**src/rtl/cls_pkg.sv**
```systemverilog
package cls_pkg;

  typedef enum logic [2:0] {
    S_IDLE = 3'd0,
    S_CFG  = 3'd1,
    S_WAIT = 3'd2,
    S_XFER = 3'd3,
    S_REL  = 3'd4
  } src_state_t;

  typedef enum logic {
    PKT_CFG = 1'b0,
    PKT_REL = 1'b1
  } pkt_kind_t;

endpackage

```
**src/rtl/cls_wait_timer.sv**
```systemverilog
module cls_wait_timer #(
  parameter int TO_W = 10
) (
  input  logic            clk,
  input  logic            rst,
  input  logic            run,
  input  logic [TO_W-1:0] limit,
  output logic            expired
);
  localparam int CW = TO_W + 1;

  logic [TO_W-1:0] cnt_q;
  logic [CW-1:0]   cnt_next_w;

  assign cnt_next_w = {1'b0, cnt_q} + CW'(1);
  assign expired    = run && (cnt_next_w >= {1'b0, limit});

  always_ff @(posedge clk) begin
    if (rst || !run) cnt_q <= '0;
    else if (!expired) cnt_q <= cnt_q + TO_W'(1);
  end

  // the count never passes the limit while waiting
  a_r7_count_bounded: assert property (@(posedge clk) disable iff (rst)
    run && (limit != '0) |-> (cnt_q < limit));

endmodule

```
**src/rtl/cls_src_fsm.sv**
```systemverilog
module cls_src_fsm
  import cls_pkg::*;
#(
  parameter int ADDR_W = 6,
  parameter int LEN_W  = 8,
  parameter int TO_W   = 10
) (
  input  logic              clk,
  input  logic              rst,
  input  logic              req_valid,
  input  logic [ADDR_W-1:0] req_dst,
  input  logic [LEN_W-1:0]  req_len,
  input  logic [TO_W-1:0]   timeout_cycles,
  input  logic              out_ready,
  input  logic              ack_in,
  output logic              busy,
  output logic              done_pulse,
  output logic              fail_pulse,
  output logic              out_valid,
  output logic              out_kind,
  output logic [ADDR_W-1:0] out_dst,
  output logic              data_en,
  output logic              data_last
);
  src_state_t        st_q, st_n;
  logic [ADDR_W-1:0] dst_q;
  logic [LEN_W-1:0]  len_q, rem_q, rem_n;
  logic              timed_out_q;
  logic              expired;
  logic              busy_q, valid_q, kind_q, en_q, last_q, done_q, fail_q;

  cls_wait_timer #(.TO_W(TO_W)) u_timer (
    .clk     (clk),
    .rst     (rst),
    .run     (st_q == S_WAIT),
    .limit   (timeout_cycles),
    .expired (expired)
  );

  always_comb begin
    st_n  = st_q;
    rem_n = rem_q;
    unique case (st_q)
      S_IDLE: if (req_valid) st_n = S_CFG;
      S_CFG:  if (out_ready) st_n = S_WAIT;
      S_WAIT: begin
        if (ack_in) begin
          st_n  = (len_q == '0) ? S_REL : S_XFER;
          rem_n = len_q;
        end else if (expired) begin
          st_n = S_REL;
        end
      end
      S_XFER: begin
        rem_n = rem_q - LEN_W'(1);
        if (rem_q == LEN_W'(1)) st_n = S_REL;
      end
      S_REL:  if (out_ready) st_n = S_IDLE;
      default: st_n = S_IDLE;
    endcase
  end

  always_ff @(posedge clk) begin
    if (rst) begin
      st_q        <= S_IDLE;
      dst_q       <= '0;
      len_q       <= '0;
      rem_q       <= '0;
      timed_out_q <= 1'b0;
      busy_q      <= 1'b0;
      valid_q     <= 1'b0;
      kind_q      <= PKT_CFG;
      en_q        <= 1'b0;
      last_q      <= 1'b0;
      done_q      <= 1'b0;
      fail_q      <= 1'b0;
    end else begin
      st_q  <= st_n;
      rem_q <= rem_n;
      if (st_q == S_IDLE && req_valid) begin
        dst_q       <= req_dst;
        len_q       <= req_len;
        timed_out_q <= 1'b0;
      end
      if (st_q == S_WAIT && !ack_in && expired) timed_out_q <= 1'b1;
      busy_q  <= (st_n != S_IDLE);
      valid_q <= (st_n == S_CFG) || (st_n == S_REL);
      kind_q  <= (st_n == S_REL) ? PKT_REL : PKT_CFG;
      en_q    <= (st_n == S_XFER);
      last_q  <= (st_n == S_XFER) && (rem_n == LEN_W'(1));
      done_q  <= (st_q == S_REL) && (st_n == S_IDLE) && !timed_out_q;
      fail_q  <= (st_q == S_REL) && (st_n == S_IDLE) && timed_out_q;
    end
  end

  assign busy       = busy_q;
  assign out_valid  = valid_q;
  assign out_kind   = kind_q;
  assign out_dst    = dst_q;
  assign data_en    = en_q;
  assign data_last  = last_q;
  assign done_pulse = done_q;
  assign fail_pulse = fail_q;

  // payload starts only on the edge that sampled an acknowledge
  a_r4_payload_after_ack: assert property (@(posedge clk) disable iff (rst)
    $rose(en_q) |-> $past(ack_in));

  // no payload while a control packet is offered
  a_r6_no_overlap: assert property (@(posedge clk) disable iff (rst)
    !(en_q && valid_q));

  // destination held constant for the whole circuit
  a_r3_dst_stable: assert property (@(posedge clk) disable iff (rst)
    busy_q && $past(busy_q) |-> $stable(dst_q));

  // an unaccepted packet stays offered with the same kind
  a_r2_pkt_held: assert property (@(posedge clk) disable iff (rst)
    valid_q && !out_ready |=> valid_q && $stable(kind_q));

  // success and failure never reported together
  a_r7_excl_result: assert property (@(posedge clk) disable iff (rst)
    !(done_q && fail_q));

  // last marker only on a payload word
  a_r4_last_in_payload: assert property (@(posedge clk) disable iff (rst)
    last_q |-> en_q);

endmodule

```
**src/rtl/cls_dst_resp.sv**
```systemverilog
module cls_dst_resp
  import cls_pkg::*;
#(
  parameter int ADDR_W = 6
) (
  input  logic              clk,
  input  logic              rst,
  input  logic              in_valid,
  input  logic              in_kind,
  input  logic [ADDR_W-1:0] in_src,
  output logic              ack_out,
  output logic              held,
  output logic [ADDR_W-1:0] peer
);
  logic              held_q, ack_q;
  logic [ADDR_W-1:0] peer_q;
  logic              take_cfg, take_rel;

  assign take_cfg = in_valid && (in_kind == PKT_CFG) && !held_q;
  assign take_rel = in_valid && (in_kind == PKT_REL) && held_q && (in_src == peer_q);

  always_ff @(posedge clk) begin
    if (rst) begin
      held_q <= 1'b0;
      ack_q  <= 1'b0;
      peer_q <= '0;
    end else begin
      ack_q <= take_cfg;
      if (take_cfg) begin
        held_q <= 1'b1;
        peer_q <= in_src;
      end else if (take_rel) begin
        held_q <= 1'b0;
      end
    end
  end

  assign ack_out = ack_q;
  assign held    = held_q;
  assign peer    = peer_q;

  // acknowledge is exactly one cycle wide
  a_r9_ack_one_wide: assert property (@(posedge clk) disable iff (rst)
    ack_q |=> !ack_q);

  // a fresh hold is always acknowledged
  a_r9_hold_acked: assert property (@(posedge clk) disable iff (rst)
    $rose(held_q) |-> ack_q);

  // owner does not change while held
  a_r10_peer_stable: assert property (@(posedge clk) disable iff (rst)
    held_q && $past(held_q) |-> $stable(peer_q));

endmodule

```
**src/rtl/circuit_link_ctrl.sv**
```systemverilog
module circuit_link_ctrl #(
  parameter int NODE_ID = 0,
  parameter int ADDR_W  = 6,
  parameter int LEN_W   = 8,
  parameter int TO_W    = 10
) (
  input  logic              clk,
  input  logic              rst,
  input  logic              req_valid,
  input  logic [ADDR_W-1:0] req_dst,
  input  logic [LEN_W-1:0]  req_len,
  input  logic [TO_W-1:0]   timeout_cycles,
  output logic              busy,
  output logic              done_pulse,
  output logic              fail_pulse,
  output logic              ctl_out_valid,
  input  logic              ctl_out_ready,
  output logic              ctl_out_kind,
  output logic [ADDR_W-1:0] ctl_out_dst,
  output logic [ADDR_W-1:0] ctl_out_src,
  input  logic              ack_in,
  output logic              data_en,
  output logic              data_last,
  input  logic              ctl_in_valid,
  input  logic              ctl_in_kind,
  input  logic [ADDR_W-1:0] ctl_in_src,
  output logic              ack_out,
  output logic              dst_held,
  output logic [ADDR_W-1:0] dst_peer
);
  localparam logic [ADDR_W-1:0] SELF = ADDR_W'(NODE_ID);

  assign ctl_out_src = SELF;

  cls_src_fsm #(.ADDR_W(ADDR_W), .LEN_W(LEN_W), .TO_W(TO_W)) u_src (
    .clk            (clk),
    .rst            (rst),
    .req_valid      (req_valid),
    .req_dst        (req_dst),
    .req_len        (req_len),
    .timeout_cycles (timeout_cycles),
    .out_ready      (ctl_out_ready),
    .ack_in         (ack_in),
    .busy           (busy),
    .done_pulse     (done_pulse),
    .fail_pulse     (fail_pulse),
    .out_valid      (ctl_out_valid),
    .out_kind       (ctl_out_kind),
    .out_dst        (ctl_out_dst),
    .data_en        (data_en),
    .data_last      (data_last)
  );

  cls_dst_resp #(.ADDR_W(ADDR_W)) u_dst (
    .clk      (clk),
    .rst      (rst),
    .in_valid (ctl_in_valid),
    .in_kind  (ctl_in_kind),
    .in_src   (ctl_in_src),
    .ack_out  (ack_out),
    .held     (dst_held),
    .peer     (dst_peer)
  );

endmodule

```
**config.mk**
```make
export PLATFORM = sky130hd
export DESIGN_NAME = circuit_link_ctrl
export DESIGN_NICKNAME = d
export VERILOG_FILES = /design/src/rtl/cls_pkg.sv /design/src/rtl/cls_wait_timer.sv /design/src/rtl/cls_src_fsm.sv /design/src/rtl/cls_dst_resp.sv /design/src/rtl/circuit_link_ctrl.sv
export SDC_FILE = /design/constraint.sdc
export NUM_CORES = 1
export LEC_CHECK = 0
export ABC_CLOCK_PERIOD_IN_PS = 6530
export BUFFER_PORTS_ARGS = -buffer_cell sky130_fd_sc_hd__clkbuf_2
export CAP_MARGIN = 20
export CORE_MARGIN = 2
export CORE_UTILIZATION = 58
export CTS_CLUSTER_SIZE = 16
export DETAILED_ROUTE_END_ITERATION = 10
export MAX_ROUTING_LAYER = met4
export PLACE_DENSITY = 0.84
export SYNTH_ARGS = -nofsm -noshare
export SYNTH_HDL_FRONTEND = slang
export SYNTH_HIERARCHICAL = 1
export SYNTH_SLANG_ARGS = --single-unit
```
**constraint.sdc**
```tcl
create_clock -name clk -period 6.53 [get_ports clk]
set_clock_uncertainty 0.05 [all_clocks]
set_input_delay 0.653 -clock clk [delete_from_list [all_inputs] [get_ports clk]]
set_output_delay 0.653 -clock clk [all_outputs]
set_load 0.05 [all_outputs]
```
==> results of run 1 <==
==> synthesized netlist by cell type (all sizes together), types with 10 or more instances <==
master,n
nor2b,10
inv,16
o21ai,16
ha,13
dfxtp,51
nand2,47
mux2i,12
a21oi,25
nor3,11
buf,14
xor2,11
nand3,10
nor2,30
==> routing by layer <==
| metal | track usage [%] | vias to the layer above | share of wire [%] |
|---|---|---|---|
| li1 | - | 1303 | - |
| met1 | 28.1 | 1203 | 43 |
| met2 | 41.8 | 86 | 50 |
| met3 | 4.61 | 8 | 5.9 |
| met4 | 7.94 | 0 | 1.1 |
| met5 | - | - | 0 |
==> state kept, by name, indices dropped and copies added (netlist names) <==
register / flops
u_dst/ack_out: 1
u_dst/held: 1
u_dst/peer: 6
u_src/busy: 1
u_src/data_en: 1
u_src/data_last: 1
u_src/done_pulse: 1
u_src/fail_pulse: 1
u_src/len_q: 8
u_src/out_dst: 6
u_src/out_kind: 1
u_src/out_valid: 1
u_src/rem_q: 8
u_src/st_q: 3
u_src/timed_out_q: 1
u_src/u_timer/cnt_q: 10
==> worst register-to-register path, stage by stage (launching register included) <==
cell	delay, ns
dfxtp_1	0.45
ha_1	0.25
nand3_2	0.17
nor2_1	0.20
xor2_1	0.10
ha_1	0.29
and4_1	0.19
o2111ai_1	0.11
o21bai_1	0.78
nor3_2	0.18
nor2b_1	0.15
nor2b_1	0.23
a211oi_1	0.10
o21ai_1	0.16
nand2_1	0.12
a31oi_1	0.14
==> kinds of logic (layout without fill, tap and decap cells) <==
family,after synthesis,in the layout,share of synthesized area [%]
AO/OA/AOI/OAI,76,76,17.0
other,1,6,0.130
flip-flops,51,51,35.5
XOR/XNOR,14,14,4.26
adder cells (fa/ha/maj),13,13,5.66
buffers and inverters,37,82,6.40
AND/OR/NAND/NOR,143,143,26.9
multiplexers,12,12,4.18
==> layout make-up <==
type | instances | share of cell area, %
inverters | 16 | 1.84
clock buffers | 6 | 2.53
repair buffers | 58 | 8.96
multi-input cells | 264 | 51.7
clock inverters | 2 | 1.19
flip-flops and latches | 51 | 31.2
well taps | 67 | 2.57
==> cells in the final DEF, fill, tap and decap left out, types with 2 or more instances in the layout <==
cell	Yosys	final
nand2_1	46	46
clkbuf_8	0	6
nor2_1	30	30
o21ai_0	9	9
mux2i_1	12	12
nand2b_1	9	9
nand3_1	8	8
o31ai_1	4	4
and4_1	2	2
inv_1	16	16
xnor2_1	3	3
o22a_1	5	5
nor4_1	4	4
a211oi_1	3	3
a21boi_1	3	3
nor4_2	4	4
and3_1	2	2
a31oi_1	2	2
nor3_1	7	7
o21ai_1	6	6
o22ai_1	4	4
nor3_2	4	4
nor2b_1	10	10
clkbuf_2	0	57
conb_1	1	6
a21oi_1	25	25
dfxtp_1	51	51
a22oi_1	2	2
ha_1	13	13
or4_1	4	4
nand3_2	2	2
nand4_1	4	4
xor2_1	11	11
==> worst max path at each step <==
| stage | from | endpoint | slack [ns] | cells after the start |
|---|---|---|---|---|
| after global routing | u_src/u_timer/cnt_q[0]$_SDFFE_PP0N_ | u_src/busy$_SDFF_PP0_ | 2.49 | 15 |
| after floorplan | u_src/u_timer/cnt_q[0]$_SDFFE_PP0N_ | u_src/busy$_SDFF_PP0_ | 3.51 | 16 |
| final | u_src/u_timer/cnt_q[0]$_SDFFE_PP0N_ | u_src/busy$_SDFF_PP0_ | 2.81 | 15 |
| after CTS | u_src/u_timer/cnt_q[0]$_SDFFE_PP0N_ | u_src/busy$_SDFF_PP0_ | 2.85 | 15 |
| after global placement | u_src/u_timer/cnt_q[0]$_SDFFE_PP0N_ | u_src/busy$_SDFF_PP0_ | 3.01 | 15 |
| after detailed placement | u_src/u_timer/cnt_q[0]$_SDFFE_PP0N_ | u_src/busy$_SDFF_PP0_ | 2.91 | 15 |
==> power breakdown <==
part | internal [mW] | total, mW | leakage [nW] | switching [mW]
clock network | 0.126 | 0.234 | 0.0618 | 0.108
registers | 0.330 | 0.350 | 0.415 | 0.0206
logic | 0.0521 | 0.158 | 0.921 | 0.106
total | 0.508 | 0.742 | 1.40 | 0.235
==> impl_results.md, run 1 <==
* Area of the multi-input gates at about 0.0017 mm²
* Critical R2R Launch: u_src/u_timer/cnt_q[0]$_SDFFE_PP0N_
* Gr usage total at around 24%
* Worst setup SP type: flop
* Worst path required time at 6.70 ns
* Worst-Margin Slew at around 1.1 ns
* Syn Area/Cell at 8.29 µm²
* Post-Synthesis Cells at about 350
* Post-DR vias/cell at around 5.6
* Setup Fix Bufs, Post-CTS at 0
* Final Cell Area at around 0.0033 mm²
* Hold endpoint: u_src/out_dst[0]$_SDFFE_PP0P_
* Top delay family on crit path: compound AO/OA/AOI/OAI gates
* Fin cells at 464
* Die Wd at between 70 and 80 µm
* Core Box Area at about 0.0048 mm²
* Dpl cells at 456
* Minimum clock period at between 3 and 4 ns
* Synth top area cells: dfxtp_1 (36%), nand2_1 (6.0%), ha_1 (5.7%)
* Slowest CP cell: o21bai_1
* CTS tree: built
* PwrDens at roughly 230 mW/mm²
* Number of port buffers at 57
* Crit path max fanout at 13
* CTS H-tree depth at 2
* Hold Startpoint: u_src/out_dst[0]$_SDFFE_PP0P_
* Endpoint class of the critical path: flop
* FILL cells at 429
* Seq/Total Area, Yosys at between 30% and 40%
* Final core occ at 68.7%
* Clk pin slew, worst setup/hold paths at 0.09 ns
* Post-synth EDFFs at 0
* # diodes at 0
* Setup TNS at 0 ns
* Yosys reg bits at a little over 50
* Initial antenna violation count at 0
* DR iter-0 viols at about 180
* Initial Util at 60.5%
* Yosys top cell by area: dfxtp_1
* Root buf cell: clkbuf_8
* GPL Wtd Cong at 0.919
* Final net count at 446
* DR WL/cell at 13.2 µm
* Clk_lat worst skew at approximately 0.3 ns
* Antenna Nets Post-Route at 0
* Num CTS Buffers at 5
* CP bufs+invs at 0
* Post-synth ARST share at 0%
* Setup CP Type: flop to flop
* Min-Delay Path Depth at 2
* Max-cap viol count at 0
* GRT overflow at 0
* Worst-path cell chain: ha_1, nand3_2, nor2_1, xor2_1, ha_1, and4_1, o2111ai_1, o21bai_1, nor3_2, nor2b_1, nor2b_1, a211oi_1, o21ai_1, nand2_1, a31oi_1
* Hold Crit Class: flop to flop
* R2r setup slk at between 2 and 3 ns
* Worst Slack Setup Final at 2.81 ns
* Min Hold Slack at slightly above 0.4 ns
* Syn. warnings at 6
* # rows at 25
* Max clock buf depth at 2
* Peak VDD IR at about 170 µV
* Via count at 2600
* Io pins at between 60 and 70
* Resized Gates After CTS at 0
* Worst path max stage delay at around 0.78 ns
* Die ar. at between 0.005 and 0.006 mm²
* Max-slew headroom at the worst pin at between 20% and 30%
* Area growth from synthesis to final layout at 13.7%
* Global-route wire length before repair at 10.2 mm
* RR Endpoint: u_src/busy$_SDFF_PP0_
* Mapped Area at between 0.002 and 0.003 mm²
* Achievable Freq at approximately 0.27 GHz
* Hold buffers post-CTS at 0
* Worst slack, placed at between 2 and 3 ns
* Fin. max-slew vios at 0
* Sequential cell area at about 0.0010 mm²
* DRC at 0
* Final setup fails at 0
* Fin crit share at 57.0%
* Final WL at between 6 and 7 mm
* Main flop type after synthesis: dfxtp_1
* Clk sink count at slightly above 50
* Vias in the first global route at between 2000 and 2500
* Largest net degree at the start of global routing at 41
* Final HPWL DP at roughly 4.5 mm
* Final hold violations at 0
* Distinct cell type count of the synthesized netlist at 56
* DR pass1 iterations at 4
* Status: complete, no violations
* CP Data Arrival Time at ~4 ns
* Share of layout cells above drive strength 1 at between 20% and 30%
* R2R cell count at 15
* Die Y-Extent at roughly 74 µm
* RSZ-0062 raised after global routing: no
* Static Leak at around 1.4 nW
* Pwr Total at between 700 and 800 µW
* Dpl cell area at about 0.0031 mm²
* Top-area cell type share of the netlist area at around 36%
Note: power is estimated with default switching activity, not from simulation.
==> run 2, diff against run 1 <==
--- a/config.mk
+++ b/config.mk
@@ -5,15 +5,15 @@
 export SDC_FILE = /design/constraint.sdc
 export NUM_CORES = 1
 export LEC_CHECK = 0
-export ABC_CLOCK_PERIOD_IN_PS = 6530
+export ABC_CLOCK_PERIOD_IN_PS = 3800
 export BUFFER_PORTS_ARGS = -buffer_cell sky130_fd_sc_hd__clkbuf_2
 export CAP_MARGIN = 20
 export CORE_MARGIN = 2
-export CORE_UTILIZATION = 58
+export CORE_UTILIZATION = 54
 export CTS_CLUSTER_SIZE = 16
 export DETAILED_ROUTE_END_ITERATION = 10
 export MAX_ROUTING_LAYER = met4
-export PLACE_DENSITY = 0.84
+export PLACE_DENSITY = 0.79
 export SYNTH_ARGS = -nofsm -noshare
 export SYNTH_HDL_FRONTEND = slang
 export SYNTH_HIERARCHICAL = 1
==> constraint.sdc (replaced) <==
create_clock -name clk -period 3.8 [get_ports clk]
set_clock_uncertainty 0.05 [all_clocks]
set_input_delay 0.38 -clock clk [delete_from_list [all_inputs] [get_ports clk]]
set_output_delay 0.38 -clock clk [all_outputs]
set_load 0.05 [all_outputs]
==> impl_results.md, run 2 (synthesis results as in run 1) <==
* Worst path max stage delay at 0.44 ns (-0.34 ns)
* Initial antenna violation count at 0 (unchanged)
* Core Box Area at 0.00511 mm² (+7.4%)
* CP bufs+invs at 0 (unchanged)
* Die ar. at 0.00592 mm² (+7.0%)
* Vias in the first global route at 2462 (+2.4%)
* Clk pin slew, worst setup/hold paths at 0.10 ns (about the same)
* Fin crit share at 85.9% (+29 points)
* Via count at 2570 (-1.2%)
* Area growth from synthesis to final layout at 14.6%
* RR Endpoint: u_src/busy$_SDFF_PP0_
* Worst Slack Setup Final at 0.534 ns (-2.27 ns)
* PwrDens at 387 mW/mm² (+70%)
* Endpoint class of the critical path: flop
* Setup TNS at 0 ns (unchanged)
* Hold Startpoint: req_len[6]
* Antenna Nets Post-Route at 0 (unchanged)
* Final WL at 6.05 mm (-1.4%)
* CP Data Arrival Time at 3.38 ns (-0.52 ns)
* Clk_lat worst skew at 0.31 ns (about the same)
* Final setup fails at 0 (unchanged)
* Worst-path cell chain: ha_1, nand3_2, nor2_1, xor2_1, ha_1, a211oi_1, o21a_1, nor2_1, nor3_2, nor2b_1, nor2b_1, a211oi_1, o21ai_1, nand2_1, a31oi_1
* CTS tree: built
* Setup Fix Bufs, Post-CTS at 0 (unchanged)
* Sequential cell area at 0.00102 mm² (unchanged)
* DR iter-0 viols at 86 (-51%)
* Area of the multi-input gates at 0.00169 mm² (unchanged)
* Slowest CP cell: dfxtp_1
* Static Leak at 1.41 nW (+1.1%)
* Hold Crit Class: input port to flop
* R2R cell count at 15 (unchanged)
* Share of layout cells above drive strength 1 at 21.3% (+0.60 points)
* Min Hold Slack at 0.230 ns (-0.178 ns)
* DRC at 0 (unchanged)
* Min-Delay Path Depth at 3 (+1)
* Hold buffers post-CTS at 0 (unchanged)
* Status: complete, no violations
* DR WL/cell at 12.9 µm (-2.6%)
* Gr usage total at 21.8% (-2.4 points)
* Biggest regs: u_src/u_timer/cnt_q: 10 flops, u_src/len_q: 8 flops, u_src/rem_q: 8 flops
* # diodes at 0 (unchanged)
* Fin. max-slew vios at 0 (unchanged)
* FILL cells at 469 (+9.3%)
* Max-slew headroom at the worst pin at 31.9% (+7.8 points)
* Most frequent cells in the layout: clkbuf_2 (57), dfxtp_1 (51), nand2_1 (46)
* Worst slack, placed at 0.604 ns (-2.30 ns)
* CTS H-tree depth at 2 (unchanged)
* Final net count at 449 (+0.67%)
* Most common cell after layout, fill and taps aside: clkbuf_2
* # rows at 26 (+4.0%)
* Post-DR vias/cell at 5.47 (-2.4%)
* Largest net degree at the start of global routing at 41 (unchanged)
* Hold endpoint: u_src/len_q[6]$_SDFFE_PP0P_
* Global-route wire length before repair at 10.5 mm (+2.3%)
* Resized Gates After CTS at 0 (unchanged)
* Pwr Total at 1.27 mW (+72%)
* RSZ-0062 raised after global routing: no
* Die Wd at 77.0 µm (+3.4%)
* Die Y-Extent at 77.0 µm (+3.4%)
* Root buf cell: clkbuf_8
* Initial Util at 56.3% (-4.2 points)
* Crit path max fanout at 7 (-6)
* Setup CP Type: flop to flop
* Max-cap viol count at 0 (unchanged)
* Top delay family on crit path: simple AND/OR/NAND/NOR gates
* Final hold violations at 0 (unchanged)
* Worst setup SP type: flop
* Final HPWL DP at 4.41 mm (-1.1%)
* Number of port buffers at 57 (unchanged)
* Worst path required time at 3.91 ns (-2.79 ns)
* Num CTS Buffers at 5 (unchanged)
* GRT overflow at 0 (unchanged)
* Io pins at 64 (unchanged)
* Clk sink count at 51 (unchanged)
* Minimum clock period at 3.27 ns (-0.458 ns)
* Critical R2R Launch: u_src/u_timer/cnt_q[0]$_SDFFE_PP0N_
* Max FFs per register at 10 (unchanged)
* CP startpoint: u_src/u_timer/cnt_q[0]$_SDFFE_PP0N_
* Final Cell Area at 0.00329 mm² (+0.80%)
* Dpl cell area at 0.00317 mm² (+0.83%)
* Peak VDD IR at 224 µV (+29%)
* Achievable Freq at 0.306 GHz (+14%)
* R2r setup slk at 0.53 ns (-2.27 ns)
* Max clock buf depth at 2 (unchanged)
* GPL Wtd Cong at 0.885 (-3.7%)
* Worst-Margin Slew at 1.02 ns (-0.116 ns)
* Biggest register: u_src/u_timer/cnt_q
* DR pass1 iterations at 4 (unchanged)
-- run 2: changes by cell type in the layout (fill, tap and decap cells not counted) --
cell / change
buf_4: +3
-- run 2: area by class of cell --
class | count | area share (%)
inverter | 16 | 1.82
clock buffer | 6 | 2.51
multi-input combinational | 264 | 51.3
sequential | 51 | 31.0
tap | 70 | 2.66
timing repair buffer | 61 | 9.57
clock inverter | 2 | 1.18
-- run 2: worst max-delay path by stage --
stage	to	slack (ns)	cells after the start
after floorplan	u_src/busy$_SDFF_PP0_	0.78	16
after global placement	u_src/busy$_SDFF_PP0_	0.70	15
after detailed placement	u_src/busy$_SDFF_PP0_	0.60	15
after CTS	u_src/busy$_SDFF_PP0_	0.54	15
after global routing	u_src/busy$_SDFF_PP0_	0.24	15
final	u_src/busy$_SDFF_PP0_	0.53	15
-- run 2: stage by stage --
stage | utilization (%) | std cells
after floorplan | - | 352
after CTS | 64.5 | 470
after detailed placement | 62.1 | 462
after global placement | 62.1 | 462
after global routing | 64.5 | 470
final | 64.5 | 470
-- run 2: power breakdown --
part	internal [mW]	leakage, nW	total (mW)	switching (mW)
clock network	0.217	0.0618	0.400	0.183
registers	0.566	0.415	0.601	0.0351
logic	0.0913	0.936	0.273	0.181
-- run 2: worst register-to-register path: cells and delay by family, from the launching register on --
kind | cells | cell delay [ns]
flops | 1 | 0.44
fa+ha+maj | 2 | 0.46
simple gates | 7 | 1.11
compound gates | 5 | 0.97
xor+xnor | 1 | 0.09
-- run 2: layer usage --
metal / share of wire, % / GRT usage [%] / vias up
met5: 0 / - / -
met4: 0.69 / 5.71 / 0
met3: 4.5 / 3.65 / 5
met2: 50 / 38.6 / 62
met1: 45 / 25.6 / 1183
li1: - / - / 1320
